--- src/rtl/intc_pkg.sv ---
package intc_pkg;

  typedef enum logic [3:0] {
    RS_SUMMARY  = 4'd0,
    RS_PEND_LO  = 4'd1,
    RS_PEND_HI  = 4'd2,
    RS_FIQ      = 4'd3,
    RS_SET_LO   = 4'd4,
    RS_SET_HI   = 4'd5,
    RS_SET_LOC  = 4'd6,
    RS_CLR_LO   = 4'd7,
    RS_CLR_HI   = 4'd8,
    RS_CLR_LOC  = 4'd9,
    RS_NONE     = 4'd10
  } reg_sel_e;

  localparam int N_MIRROR = 11;

  // peripheral line shown at summary mirror slot i (slot order is fixed)
  function automatic int mirror_line(input int i);
    case (i)
      0:       return 7;
      1:       return 9;
      2:       return 10;
      3:       return 18;
      4:       return 19;
      5:       return 53;
      6:       return 54;
      7:       return 55;
      8:       return 56;
      9:       return 57;
      10:      return 62;
      default: return 0;
    endcase
  endfunction

endpackage

--- src/rtl/intc_decode.sv ---
module intc_decode
  import intc_pkg::*;
#(
  parameter int ADDR_W = 9
) (
  input  logic [ADDR_W-1:0] addr,
  output reg_sel_e          sel
);
  logic              aligned;
  logic [ADDR_W-3:0] word;

  assign aligned = (addr[1:0] == 2'b00);
  assign word    = addr[ADDR_W-1:2];

  always_comb begin
    sel = RS_NONE;
    if (aligned) begin
      case (int'(word))
        0:       sel = RS_SUMMARY;
        1:       sel = RS_PEND_LO;
        2:       sel = RS_PEND_HI;
        3:       sel = RS_FIQ;
        4:       sel = RS_SET_LO;
        5:       sel = RS_SET_HI;
        6:       sel = RS_SET_LOC;
        7:       sel = RS_CLR_LO;
        8:       sel = RS_CLR_HI;
        9:       sel = RS_CLR_LOC;
        default: sel = RS_NONE;
      endcase
    end
  end
endmodule

--- src/rtl/intc_enable_bank.sv ---
module intc_enable_bank #(
  parameter int W = 32
) (
  input  logic         clk,
  input  logic         rst,
  input  logic         set_stb,
  input  logic         clr_stb,
  input  logic [W-1:0] wdata,
  output logic [W-1:0] mask
);
  always_ff @(posedge clk) begin
    if (rst) begin
      mask <= '0;
    end else if (set_stb) begin
      mask <= mask | wdata;
    end else if (clr_stb) begin
      mask <= mask & ~wdata;
    end
  end

  // every bit written to the set word is on afterwards
  a_r2_set_bits_on: assert property (@(posedge clk) disable iff (rst)
    set_stb |=> ((mask & $past(wdata)) == $past(wdata)));

  // every bit written to the clear word is off afterwards
  a_r3_clear_bits_off: assert property (@(posedge clk) disable iff (rst)
    (clr_stb && !set_stb) |=> ((mask & $past(wdata)) == '0));

  // bits not written as one survive a clear
  a_r3_clear_keeps_rest: assert property (@(posedge clk) disable iff (rst)
    (clr_stb && !set_stb) |=> ((mask | $past(wdata)) == ($past(mask) | $past(wdata))));
endmodule

--- src/rtl/intc_fiq_route.sv ---
module intc_fiq_route #(
  parameter int NP    = 64,
  parameter int NL    = 8,
  parameter int IDX_W = 7
) (
  input  logic           clk,
  input  logic           rst,
  input  logic           wr_stb,
  input  logic [IDX_W:0] wdata,
  input  logic [NP-1:0]  periph,
  input  logic [NL-1:0]  locl,
  output logic [IDX_W:0] ctrl,
  output logic           fiq_out
);
  localparam int PW = $clog2(NP);
  localparam int LW = $clog2(NL);
  localparam logic [IDX_W-1:0] LOC_BASE = IDX_W'(NP);
  localparam logic [IDX_W-1:0] LOC_END  = IDX_W'(NP + NL);

  logic [IDX_W-1:0] idx_q;
  logic             en_q;
  logic [IDX_W-1:0] loc_off;
  logic             sel_level;

  always_ff @(posedge clk) begin
    if (rst) begin
      idx_q <= '0;
      en_q  <= 1'b0;
    end else if (wr_stb) begin
      idx_q <= wdata[IDX_W-1:0];
      en_q  <= wdata[IDX_W];
    end
  end

  assign loc_off = idx_q - LOC_BASE;

  always_comb begin
    if (idx_q < LOC_BASE) begin
      sel_level = periph[idx_q[PW-1:0]];
    end else if (idx_q < LOC_END) begin
      sel_level = locl[loc_off[LW-1:0]];
    end else begin
      sel_level = 1'b0;
    end
  end

  always_ff @(posedge clk) begin
    if (rst) begin
      fiq_out <= 1'b0;
    end else begin
      fiq_out <= en_q & sel_level;
    end
  end

  assign ctrl = {en_q, idx_q};

  // disabled routing keeps the output low
  a_r8_fiq_low_when_off: assert property (@(posedge clk) disable iff (rst)
    !en_q |=> !fiq_out);

  // an index past the last local line yields nothing
  a_r8_fiq_low_out_of_range: assert property (@(posedge clk) disable iff (rst)
    (idx_q >= LOC_END) |=> !fiq_out);

  // a peripheral index follows that raw input one edge later
  a_r8_fiq_follows_periph: assert property (@(posedge clk) disable iff (rst)
    (en_q && idx_q < LOC_BASE) |=> (fiq_out == $past(periph[idx_q[PW-1:0]])));
endmodule

--- src/rtl/intc_summary.sv ---
module intc_summary
  import intc_pkg::*;
#(
  parameter int DATA_W = 32,
  parameter int NL     = 8
) (
  input  logic [DATA_W-1:0] pend_lo,
  input  logic [DATA_W-1:0] pend_hi,
  input  logic [NL-1:0]     pend_loc,
  output logic [DATA_W-1:0] summary
);
  localparam int FLAG_LO  = NL;
  localparam int FLAG_HI  = NL + 1;
  localparam int MIR_BASE = NL + 2;

  logic [2*DATA_W-1:0] pend_all;
  assign pend_all = {pend_hi, pend_lo};

  always_comb begin
    summary           = '0;
    summary[NL-1:0]   = pend_loc;
    summary[FLAG_LO]  = |pend_lo;
    summary[FLAG_HI]  = |pend_hi;
    for (int i = 0; i < N_MIRROR; i++) begin
      summary[MIR_BASE + i] = pend_all[mirror_line(i)];
    end
  end
endmodule

--- src/rtl/dual_bank_intc.sv ---
module dual_bank_intc
  import intc_pkg::*;
#(
  parameter int DATA_W    = 32,
  parameter int NUM_LOCAL = 8,
  parameter int FIQ_IDX_W = 7,
  parameter int ADDR_W    = 9
) (
  input  logic                   clk,
  input  logic                   rst,
  input  logic [2*DATA_W-1:0]    periph_irq,
  input  logic [NUM_LOCAL-1:0]   local_irq,
  input  logic                   bus_valid,
  input  logic                   bus_we,
  input  logic [ADDR_W-1:0]      bus_addr,
  input  logic [DATA_W-1:0]      bus_wdata,
  output logic [DATA_W-1:0]      bus_rdata,
  output logic                   irq_out,
  output logic                   fiq_out
);
  localparam int NUM_PERIPH = 2 * DATA_W;
  localparam int NUM_BANKS  = 2;

  reg_sel_e                 sel;
  logic                     wr, rd;
  logic [NUM_BANKS-1:0]     bank_set, bank_clr;
  logic [DATA_W-1:0]        bank_mask [NUM_BANKS];
  logic [DATA_W-1:0]        bank_pend [NUM_BANKS];
  logic [NUM_LOCAL-1:0]     loc_mask;
  logic [NUM_LOCAL-1:0]     loc_pend;
  logic [DATA_W-1:0]        loc_mask_ext;
  logic [DATA_W-1:0]        summary;
  logic [FIQ_IDX_W:0]       fiq_ctrl;
  logic [DATA_W-1:0]        rd_next;

  intc_decode #(.ADDR_W(ADDR_W)) i_decode (
    .addr (bus_addr),
    .sel  (sel)
  );

  assign wr = bus_valid & bus_we;
  assign rd = bus_valid & ~bus_we;

  assign bank_set[0] = wr && (sel == RS_SET_LO);
  assign bank_set[1] = wr && (sel == RS_SET_HI);
  assign bank_clr[0] = wr && (sel == RS_CLR_LO);
  assign bank_clr[1] = wr && (sel == RS_CLR_HI);

  for (genvar b = 0; b < NUM_BANKS; b++) begin : g_bank
    intc_enable_bank #(.W(DATA_W)) i_bank (
      .clk     (clk),
      .rst     (rst),
      .set_stb (bank_set[b]),
      .clr_stb (bank_clr[b]),
      .wdata   (bus_wdata),
      .mask    (bank_mask[b])
    );
    assign bank_pend[b] = periph_irq[b*DATA_W +: DATA_W] & bank_mask[b];
  end

  intc_enable_bank #(.W(NUM_LOCAL)) i_local_bank (
    .clk     (clk),
    .rst     (rst),
    .set_stb (wr && (sel == RS_SET_LOC)),
    .clr_stb (wr && (sel == RS_CLR_LOC)),
    .wdata   (bus_wdata[NUM_LOCAL-1:0]),
    .mask    (loc_mask)
  );

  assign loc_pend     = local_irq & loc_mask;
  assign loc_mask_ext = {{(DATA_W-NUM_LOCAL){1'b0}}, loc_mask};

  intc_fiq_route #(
    .NP    (NUM_PERIPH),
    .NL    (NUM_LOCAL),
    .IDX_W (FIQ_IDX_W)
  ) i_fiq (
    .clk     (clk),
    .rst     (rst),
    .wr_stb  (wr && (sel == RS_FIQ)),
    .wdata   (bus_wdata[FIQ_IDX_W:0]),
    .periph  (periph_irq),
    .locl    (local_irq),
    .ctrl    (fiq_ctrl),
    .fiq_out (fiq_out)
  );

  intc_summary #(.DATA_W(DATA_W), .NL(NUM_LOCAL)) i_summary (
    .pend_lo  (bank_pend[0]),
    .pend_hi  (bank_pend[1]),
    .pend_loc (loc_pend),
    .summary  (summary)
  );

  always_comb begin
    case (sel)
      RS_SUMMARY: rd_next = summary;
      RS_PEND_LO: rd_next = bank_pend[0];
      RS_PEND_HI: rd_next = bank_pend[1];
      RS_FIQ:     rd_next = {{(DATA_W-FIQ_IDX_W-1){1'b0}}, fiq_ctrl};
      RS_SET_LO:  rd_next = bank_mask[0];
      RS_SET_HI:  rd_next = bank_mask[1];
      RS_SET_LOC: rd_next = loc_mask_ext;
      RS_CLR_LO:  rd_next = ~bank_mask[0];
      RS_CLR_HI:  rd_next = ~bank_mask[1];
      RS_CLR_LOC: rd_next = ~loc_mask_ext;
      default:    rd_next = '0;
    endcase
  end

  always_ff @(posedge clk) begin
    if (rst) begin
      bus_rdata <= '0;
    end else if (rd) begin
      bus_rdata <= rd_next;
    end
  end

  always_ff @(posedge clk) begin
    if (rst) begin
      irq_out <= 1'b0;
    end else begin
      irq_out <= (|bank_pend[0]) | (|bank_pend[1]) | (|loc_pend);
    end
  end

  // with every mask empty the request stays low
  a_r9_irq_low_without_enables: assert property (@(posedge clk) disable iff (rst)
    (bank_mask[0] == '0 && bank_mask[1] == '0 && loc_mask == '0) |=> !irq_out);

  // an enabled, asserted local line raises the request
  a_r9_irq_high_on_local: assert property (@(posedge clk) disable iff (rst)
    ((local_irq & loc_mask) != '0) |=> irq_out);

  // undecoded reads return zero
  a_r11_unmapped_read_zero: assert property (@(posedge clk) disable iff (rst)
    (rd && sel == RS_NONE) |=> (bus_rdata == '0));

  // low-bank pending read equals masked input levels
  a_r5_pending_low_read: assert property (@(posedge clk) disable iff (rst)
    (rd && sel == RS_PEND_LO) |=> (bus_rdata == $past(periph_irq[DATA_W-1:0] & bank_mask[0])));
endmodule

--- config.mk ---
export PLATFORM = sky130hd
export DESIGN_NAME = dual_bank_intc
export DESIGN_NICKNAME = d
export VERILOG_FILES = /design/src/rtl/intc_pkg.sv /design/src/rtl/intc_decode.sv /design/src/rtl/intc_enable_bank.sv /design/src/rtl/intc_fiq_route.sv /design/src/rtl/intc_summary.sv /design/src/rtl/dual_bank_intc.sv
export SDC_FILE = /design/constraint.sdc
export NUM_CORES = 1
export LEC_CHECK = 0
export BUFFER_PORTS_ARGS = -buffer_cell sky130_fd_sc_hd__buf_4
export CORE_UTILIZATION = 55
export DETAILED_ROUTE_END_ITERATION = 10
export PLACE_DENSITY = 0.78
export SYNTH_ARGS = -nofsm -noshare
export SYNTH_HDL_FRONTEND = slang
export SYNTH_SLANG_ARGS = --single-unit
--- constraint.sdc ---
create_clock -name clk -period 2.6 [get_ports clk]
set_clock_uncertainty 0.1 [all_clocks]
set_input_delay 0.65 -clock clk [delete_from_list [all_inputs] [get_ports clk]]
set_output_delay 0.65 -clock clk [all_outputs]
set_load 0.02 [all_outputs]
==> flow_summary.ini <==
[route]
vias_per_cell = 6.89
ant_nets = 0
wirelength_um = 29400
first_iter_violations = 1689
vias = 8567
route.detailed.drc = 0
wl_per_cell_um = 23.7
firstDrtPassIters = 6

[timing]
timing.final.crit_share = 0.918
hold_ws_ns = 0.366
tightest_slew_ns = 0.757
hold_viol = 0
drv_slew = 0
min_period_ns = 2.39
slew_headroom = 0.490
setup_viol = 0
rsz0062_at_grt = no
clock.fmax_ghz = 0.419

[worst_setup_path]
required_ns = 2.80
crit_chain = a22o_1 -> a221oi_1 -> nand4_1 -> or4_1 -> a21oi_1 -> a221oi_1
crit_slowest_cell = or4_1
crit_top_cell = a221oi_1
crit_fanout = 6
reg2reg_depth = 6
path_class = reg -> reg
worstPathArrival_ns = 2.59
r2r_slack_ns = 0.21
end_kind = flip-flop
crit_end = bus_rdata[9]
start_kind = flip-flop
cpPeakStageDelay_ns = 0.60
r2r-end = bus_rdata[9]

[placed_design]
dp_hpwl_um = 21600
gp_congestion = 1.02
portBuffers = 150

[clock_network]
cts.hold.buffers_added = 0
clockBufferDepth = 2
cts_setup_buffers = 0
clkTransAtPathRegs_ns = 0.06
cts_tree = yes
ctsResizeCount = 0
cts_buffers = 17
clk_latency_ns = 0.43
cts-root-buf = clkbuf_16
htree_levels = 4
clock_sinks = 114

[die]
die_w_um = 114
num_rows = 40
core_um2 = 12200
dieHeight_um = 114
start_util = 0.571
die-area_um2 = 13100
io_pins = 151

[run_status]
outcome = finished, final reports clean

[logic_synthesis]
syn_nets = 1009
yosysSeqAreaShare = 0.329
syn_avg_cell_area_um2 = 7.78
synth-seq-cells = 114
netlist-cell-type-count = 64
synth_edf_count = 0
netlist_instances = 892
synthArstFlopShare = 0
synth_flop_cell = dfxtp_1
syn-cell-area_um2 = 6940
synth_warnings = 0

[pwr]
p_leak_nw = 3.44
peakVddDrop_v = 0.000454
totalPowerFinal_w = 0.00475
p_per_area_nw_per_um2 = 514

[job]
max_cap_violations = 0

[final_layout]
final_common_cell = buf_4
antennaDiodeCount = 0
drive_gt1_frac = 0.272
final_nets = 1179
fill_cells = 950
final_cell_mix = 212 x buf_4, 165 x nand2_1, 114 x dfxtp_1
syn2layout_area_growth_pct = 33.0

[grt]
first_global_vias = 7891
track_usage = 0.459
grt_max_degree = 68
grt_overflow = 0
antenna_found_initial = 0
grt_pass1_wl_um = 44600

[hold_path]
hold_path.class = reg -> reg
==> Yosys cell counts (4+ instances only) <==
cell,count,area [um2]
a211oi_1,10,75.1
a21o_1,7,52.6
a21oi_1,72,360
a221oi_1,8,70.1
a22o_1,14,123
a22oi_1,105,788
a311oi_1,8,70.1
a31oi_1,14,87.6
a32o_1,7,70.1
a32oi_1,5,43.8
and3_1,5,31.3
buf_2,32,160
buf_4,4,30.0
clkbuf_1,31,116
dfxtp_1,114,2280
inv_1,7,26.3
mux2i_1,13,130
mux4_2,18,405
nand2_1,165,619
nand3_1,17,85.1
nand4_1,7,43.8
nor2_1,111,417
nor2b_1,5,31.3
nor3_1,12,60.1
nor4_1,5,31.3
o211ai_1,5,37.5
o21ai_0,23,115
o21ai_1,8,40.0
o221ai_1,5,43.8
o22ai_1,6,37.5
==> cell families after synthesis <==
group	Yosys count	synth area share
AOI/OAI and AO/OA	314	0.314
buffers and inverters	75	0.0495
DFF	114	0.329
muxes	33	0.0804
and+or+nand+nor	356	0.228
==> routing by layer <==
metal	vias up	routed length (um)	share of wire	GRT usage
met5	-	0	0	0
met2	848	12400	0.42	0.671
met1	3862	11000	0.37	0.617
li1	3689	-	-	-
met3	168	4520	0.15	0.136
met4	0	1560	0.053	0.223
==> worst max-delay path: cells and delay by family, from the launching register on <==
| kind | cells | cell delay, ns |
|---|---|---|
| AO/OA/AOI/OAI | 4 | 1.02 |
| AND/OR/NAND/NOR | 2 | 0.77 |
| flip-flops | 1 | 0.37 |
==> where the power goes <==
part | internal, W | switching (W) | total (W)
combinational | 0.000185 | 0.000254 | 0.000439
sequential | 0.00175 | 0.000000940 | 0.00175
clock | 0.00166 | 0.000907 | 0.00256
total | 0.00359 | 0.00116 | 0.00475
==> metrics by stage <==
stage / TNS (ns) / setup slack [ns] / cell area (um2) / std cells / utilization
floorplan: 0 / 0.282 / 6940 / 892 / -
global placement: -0.155 / -0.0797 / 8600 / 1211 / 0.707
detailed placement: -0.243 / -0.132 / 8600 / 1211 / 0.707
CTS: 0 / 0.303 / 9240 / 1243 / 0.760
global route: 0 / 0.240 / 9240 / 1243 / 0.760
finish: 0 / 0.212 / 9240 / 1243 / 0.760
==> area by class of cell <==
class	count	area (um2)	area share
Inverter	7	26.3	0.00284
Sequential cell	114	2280	0.247
Timing Repair Buffer	219	1730	0.187
Clock inverter	12	180	0.0195
Multi-Input combinational cell	703	4350	0.471
Clock buffer	20	457	0.0494
Tap cell	168	210	0.0228
==> how the worst min path moves through the flow <==
stage,cells past startpoint,start,endpoint,slack [ns]
finish,2,bus_rdata[27],bus_rdata[27],0.37
CTS,2,bus_rdata[27],bus_rdata[27],0.37
global route,1,bus_rdata[26],bus_rdata[26],0.40
floorplan,2,i_fiq.en_q,i_fiq.en_q,0.39
global placement,2,bus_rdata[27],bus_rdata[27],0.33
detailed placement,2,bus_rdata[27],bus_rdata[27],0.36
Note: power is estimated with default switching activity, not from simulation.
